<file path="src/rtl/uart_fc_pkg.sv">
package uart_fc_pkg;
  localparam int unsigned CTL_W       = 16;
  localparam int unsigned THR_W       = 8;
  localparam int unsigned RX_AUTO_BIT = 8;
  localparam int unsigned TX_GATE_BIT = 9;
  localparam int unsigned CTS_ST_BIT  = 12;
  localparam int unsigned RTS_ST_BIT  = 13;
  localparam int unsigned IRQ_EN_BIT  = 14;

  typedef struct packed {
    logic             irq_en;
    logic             tx_gate;
    logic             rx_auto;
    logic [THR_W-1:0] thr;
  } fc_cfg_t;
endpackage

</file>
<file path="src/rtl/fc_cts_sync.sv">
module fc_cts_sync #(
  parameter int unsigned STAGES = 2
) (
  input  logic clk_i,
  input  logic rst_ni,
  input  logic cts_ni,
  output logic cts_n_sync_o,
  output logic chg_o
);
  logic [STAGES-1:0] sr_q;
  logic              prev_q;

  generate
    for (genvar i = 0; i < STAGES; i++) begin : g_stage
      if (i == 0) begin : g_first
        always_ff @(posedge clk_i or negedge rst_ni)
          if (!rst_ni) sr_q[0] <= 1'b1;
          else         sr_q[0] <= cts_ni;
      end else begin : g_next
        always_ff @(posedge clk_i or negedge rst_ni)
          if (!rst_ni) sr_q[i] <= 1'b1;
          else         sr_q[i] <= sr_q[i-1];
      end
    end
  endgenerate

  always_ff @(posedge clk_i or negedge rst_ni)
    if (!rst_ni) prev_q <= 1'b1;
    else         prev_q <= sr_q[STAGES-1];

  assign cts_n_sync_o = sr_q[STAGES-1];
  assign chg_o        = sr_q[STAGES-1] ^ prev_q;

  assert_chg_edge_R8: assert property (@(posedge clk_i) disable iff (!rst_ni)
    chg_o |=> (prev_q != $past(prev_q)));
endmodule

</file>
<file path="src/rtl/fc_rts_gen.sv">
module fc_rts_gen #(
  parameter int unsigned LVL_W = 8,
  parameter int unsigned THR_W = 8
) (
  input  logic             clk_i,
  input  logic             rst_ni,
  input  logic             rx_auto_i,
  input  logic [THR_W-1:0] thr_i,
  input  logic [LVL_W-1:0] level_i,
  output logic             rts_no
);
  localparam int unsigned CMP_W = (LVL_W > THR_W) ? LVL_W : THR_W;

  logic [CMP_W-1:0] lvl_ext, thr_ext;
  logic             rts_n_q;

  always_comb begin
    lvl_ext = '0;
    thr_ext = '0;
    lvl_ext[LVL_W-1:0] = level_i;
    thr_ext[THR_W-1:0] = thr_i;
  end

  // high = peer must pause
  always_ff @(posedge clk_i or negedge rst_ni)
    if (!rst_ni) rts_n_q <= 1'b0;
    else         rts_n_q <= rx_auto_i && (lvl_ext >= thr_ext);

  assign rts_no = rts_n_q;

  assert_rts_full_R2: assert property (@(posedge clk_i) disable iff (!rst_ni)
    (rx_auto_i && (lvl_ext >= thr_ext)) |=> rts_no);
  assert_rts_room_R2: assert property (@(posedge clk_i) disable iff (!rst_ni)
    (rx_auto_i && (lvl_ext < thr_ext)) |=> !rts_no);
  assert_rts_off_R4: assert property (@(posedge clk_i) disable iff (!rst_ni)
    !rx_auto_i |=> !rts_no);
endmodule

</file>
<file path="src/rtl/fc_tx_gate.sv">
module fc_tx_gate (
  input  logic gate_en_i,
  input  logic cts_n_i,
  input  logic tx_req_i,
  output logic tx_go_o
);
  // only the start of a character is withheld
  assign tx_go_o = tx_req_i && !(gate_en_i && cts_n_i);
endmodule

</file>
<file path="src/rtl/uart_flow_ctl.sv">
module uart_flow_ctl
  import uart_fc_pkg::*;
#(
  parameter int unsigned LVL_W       = 8,
  parameter int unsigned SYNC_STAGES = 2
) (
  input  logic             clk_i,
  input  logic             rst_ni,
  input  logic             ctl_we_i,
  input  logic [CTL_W-1:0] ctl_wdata_i,
  output logic [CTL_W-1:0] ctl_rdata_o,
  input  logic             irq_clr_i,
  input  logic [LVL_W-1:0] rx_level_i,
  input  logic             cts_ni,
  input  logic             tx_req_i,
  output logic             rts_no,
  output logic             tx_go_o,
  output logic             irq_stat_o,
  output logic             irq_o
);
  fc_cfg_t cfg_q;
  logic    cts_n_sync, cts_chg, irq_stat_q;
  logic    unused_wdata;

  assign unused_wdata = ^{ctl_wdata_i[CTL_W-1], ctl_wdata_i[RTS_ST_BIT],
                          ctl_wdata_i[CTS_ST_BIT], ctl_wdata_i[11:10]};

  always_ff @(posedge clk_i or negedge rst_ni)
    if (!rst_ni) cfg_q <= '0;
    else if (ctl_we_i) begin
      cfg_q.thr     <= ctl_wdata_i[THR_W-1:0];
      cfg_q.rx_auto <= ctl_wdata_i[RX_AUTO_BIT];
      cfg_q.tx_gate <= ctl_wdata_i[TX_GATE_BIT];
      cfg_q.irq_en  <= ctl_wdata_i[IRQ_EN_BIT];
    end

  fc_cts_sync #(.STAGES(SYNC_STAGES)) u_sync (
    .clk_i        (clk_i),
    .rst_ni       (rst_ni),
    .cts_ni       (cts_ni),
    .cts_n_sync_o (cts_n_sync),
    .chg_o        (cts_chg)
  );

  fc_rts_gen #(.LVL_W(LVL_W), .THR_W(THR_W)) u_rts (
    .clk_i     (clk_i),
    .rst_ni    (rst_ni),
    .rx_auto_i (cfg_q.rx_auto),
    .thr_i     (cfg_q.thr),
    .level_i   (rx_level_i),
    .rts_no    (rts_no)
  );

  fc_tx_gate u_gate (
    .gate_en_i (cfg_q.tx_gate),
    .cts_n_i   (cts_n_sync),
    .tx_req_i  (tx_req_i),
    .tx_go_o   (tx_go_o)
  );

  // set has priority over clear
  always_ff @(posedge clk_i or negedge rst_ni)
    if (!rst_ni)        irq_stat_q <= 1'b0;
    else if (cts_chg)   irq_stat_q <= 1'b1;
    else if (irq_clr_i) irq_stat_q <= 1'b0;

  assign irq_stat_o = irq_stat_q;
  assign irq_o      = irq_stat_q && cfg_q.irq_en;

  always_comb begin
    ctl_rdata_o              = '0;
    ctl_rdata_o[THR_W-1:0]   = cfg_q.thr;
    ctl_rdata_o[RX_AUTO_BIT] = cfg_q.rx_auto;
    ctl_rdata_o[TX_GATE_BIT] = cfg_q.tx_gate;
    ctl_rdata_o[CTS_ST_BIT]  = cts_n_sync;
    ctl_rdata_o[RTS_ST_BIT]  = rts_no;
    ctl_rdata_o[IRQ_EN_BIT]  = cfg_q.irq_en;
  end

  assert_gate_hold_R5: assert property (@(posedge clk_i) disable iff (!rst_ni)
    (ctl_rdata_o[TX_GATE_BIT] && ctl_rdata_o[CTS_ST_BIT]) |-> !tx_go_o);
  assert_sticky_R8: assert property (@(posedge clk_i) disable iff (!rst_ni)
    (irq_stat_q && !irq_clr_i) |=> irq_stat_q);
  assert_clear_R8: assert property (@(posedge clk_i) disable iff (!rst_ni)
    (irq_clr_i && !cts_chg) |=> !irq_stat_q);
  assert_set_wins_R9: assert property (@(posedge clk_i) disable iff (!rst_ni)
    cts_chg |=> irq_stat_q);
endmodule

</file>
<file path="config.mk">
export PLATFORM = sky130hd
export DESIGN_NAME = uart_flow_ctl
export DESIGN_NICKNAME = d
export VERILOG_FILES = /design/src/rtl/uart_fc_pkg.sv /design/src/rtl/fc_cts_sync.sv /design/src/rtl/fc_rts_gen.sv /design/src/rtl/fc_tx_gate.sv /design/src/rtl/uart_flow_ctl.sv
export SDC_FILE = /design/constraint.sdc
export NUM_CORES = 1
export LEC_CHECK = 0
export ABC_AREA = 1
export CAP_MARGIN = 25
export CORE_MARGIN = 3
export CORE_UTILIZATION = 41
export CTS_BUF_LIST = sky130_fd_sc_hd__clkbuf_16
export CTS_CLUSTER_DIAMETER = 100
export CTS_CLUSTER_SIZE = 10
export DETAILED_ROUTE_END_ITERATION = 10
export DONT_BUFFER_PORTS = 1
export GPL_TIMING_DRIVEN = 0
export PLACE_DENSITY = 0.65
export SYNTH_ARGS = -nofsm -noshare
export SYNTH_HDL_FRONTEND = slang
export SYNTH_SLANG_ARGS = --single-unit
</file>
<file path="constraint.sdc">
create_clock -name clk_i -period 3.05 [get_ports clk_i]
set_input_delay 0.1525 -clock clk_i [delete_from_list [all_inputs] [get_ports clk_i]]
set_output_delay 0.1525 -clock clk_i [all_outputs]
set_load 0.02 [all_outputs]
</file>
==> metrics.txt <==
outcome=finished, final reports clean; CTS buffer count=3; slew margin rel.=50.7%; Layout Nets=135; post-route minimum period=roughly 1500 ps; # fillers=173; Crit Path Class=register to register; clock sink total=16; final setup fails=0; critical path's largest stage delay=450 ps; Worst EP arrival=about 1600 ps; crit path capture=u_rts.rts_no; slowest cell on the critical path=dfrtp_1; vias per cell=4.48; GR Overflow Total=0; core area=0.00182 mm^2; clk buf depth=2; Syn Inst Count=87; R2R Path End=u_rts.rts_no; router iterations before antenna repair=3; CTS tree=built; Placer Congestion=a little over 0.7; min-delay src=ctl_wdata_i[6]; Clock transition at path regs=50 ps; Initial Utilization=46.2%; # DRC=0; CP Max Fanout=2; Cell variety after synth=19; initial antenna violation count=0; Critical Path RT=3190 ps; worst skew pair latency=approximately 240 ps; register area share after synthesis=about half; Setup crit start kind=register; Die X=51.3 um; largest net degree at the start of global routing=17; post-cts sizing count=0; HPWL Detailed=1140 um; Layout Skew=3.55 ps; wire per inst=12.4 um; Post-synth ARST share=100%; PD cells=just over 600 mW/mm^2; Final ANT Viol Nets=0; final hold slack=30.6 ps; IO Pins=50; post-synthesis register bit count=16; H-tree depth=1; row count=15; Sum Neg Setup Slack=0 ps; most frequent cells in the layout=17 x nand2_1, 14 x inv_1, 13 x dfrtp_1; vias=542; Reg2Reg Depth=7; # port buffers=0; Initial DRC Count=6; Post-Syn Area=841 um^2; R2R setup slack=1590 ps; crit path launch=ctl_rdata_o[7]; Tot GR Track Use=a little over an eighth; worst reg2reg startpoint=ctl_rdata_o[7]; die area=0.00263 mm^2; max-slew violation total from the final report=0; Static Leak=~0.51 nW; Peak VDD IR=0.000338 V; unrepaired setup endpoints after global routing=false; Hold Path Class=input port to register; Yosys warnings=0; most common cell after layout, fill and taps aside=nand2_1; fmax=0.684 GHz; setup repair bufs after CTS=0; endpoints failing hold=0; vias in the first global route=roughly 570; Most used DFF post-synth=dfrtp_1; share of cells above drive strength 1=21.9%; worst-margin pin slew=737 ps; Final period util=47.9%; number of synthesized flops with an enable pin=0; CP Cell Sequence=inv_1, ha_1, a21o_2, nor2_1, nand3_1, nand2_1, inv_1; Setup crit end kind=register; # diodes=0; first-pass GRT wire length=2480 um; Max Cap Viol=0; mean area per synthesized cell=9.66 um^2; Layout area overhead=17.6%; clock root buffer=clkbuf_16; Die Height=51.3 um; hold_buf cts=2; Detailed Route WL=approximately 1500 um; crit-path most repeated cell=inv_1
per-stage QoR:
stage                     setup slack (ps)  instance area (um^2)  util, %  std cells  total power, mW
final                                 1590                   988     54.3        121            0.609
after detailed placement              1570                   880     48.3        114            0.354
after floorplan                       1690                   848        -         89            0.340
after global placement                1570                   880     48.3        114            0.352
after global routing                  1470                   988     54.3        121            0.646
after CTS                             1560                   978     53.7        120            0.617
critical path: cells and delay by family, from the launching register on:
kind / cells / cell delay, ps
adders and majority gates: 1 / 310
DFF: 1 / 450
buffers and inverters: 2 / 120
AOI/OAI and AO/OA: 1 / 210
and+or+nand+nor: 3 / 260
how the worst min path moves through the flow:
stage / cells after the start / to / slack, ps
final: 2 / ctl_rdata_o[6] / 30
after global routing: 1 / ctl_rdata_o[8] / 50
after CTS: 1 / irq_stat_o / 0.7
after detailed placement: 0 / ctl_rdata_o[8] / -140
after global placement: 0 / ctl_rdata_o[8] / -140
after floorplan: 0 / ctl_rdata_o[0] / -140
cell type report:
cell class | count | area (um^2) | share of cell area [%]
multi-input cells | 50 | 320 | 32.4
inverters | 14 | 52.6 | 5.32
plain buffers | 9 | 71.3 | 7.22
clock buffers | 3 | 75.1 | 7.59
flip-flops and latches | 16 | 404 | 40.9
clock inverters | 1 | 3.75 | 0.380
repair buffers | 3 | 30.0 | 3.04
well taps | 25 | 31.3 | 3.16
flip-flops by register name, summed over array words and instances, names as in the netlist:
register and flops:
ctl_rdata_o 11, irq_stat_o 1, u_rts.rts_no 1, u_sync.cts_n_sync_o 1, u_sync.prev_q 1, u_sync.sr_q 1
cell families after synthesis:
| kind of cell | synth area share (%) |
|---|---|
| DFF | 48.1 |
| buffers and inverters | 14.7 |
| xor gates and xnor gates | 1.04 |
| muxes | 5.36 |
| adders and majority gates | 11.9 |
| and+or+nand+nor | 10.6 |
| AOI/OAI and AO/OA | 7.89 |
| other | 0.446 |
per-layer routing:
| metal | part of all wire [%] | up-vias | GRT usage [%] | wire [um] |
|---|---|---|---|---|
| li1 | - | 280 | - | - |
| met1 | 43 | 238 | 15.7 | 642 |
| met2 | 47 | 22 | 20.4 | 702 |
| met3 | 9.2 | 2 | 5.54 | 138 |
| met4 | 0.87 | 0 | 5.24 | 13 |
| met5 | 0 | - | 0 | 0 |
where the power goes:
group / total (mW) / internal (mW) / switching (mW)
Combinational: 0.0910 / 0.0395 / 0.0515
Clock: 0.253 / 0.174 / 0.0792
Sequential: 0.265 / 0.233 / 0.0315
synthesized netlist by cell type, drive strengths merged (2+ instances only):
master | number | area (um^2)
inv | 14 | 52.6
o21ai | 8 | 40.0
a21oi | 2 | 10.0
ha | 8 | 100
nor2 | 3 | 13.8
dfrtp | 13 | 325
dfstp | 3 | 78.8
buf | 9 | 71.3
mux2 | 4 | 45.0
nand2 | 17 | 63.8
No activity file was read; power rests on OpenSTA's default activity.
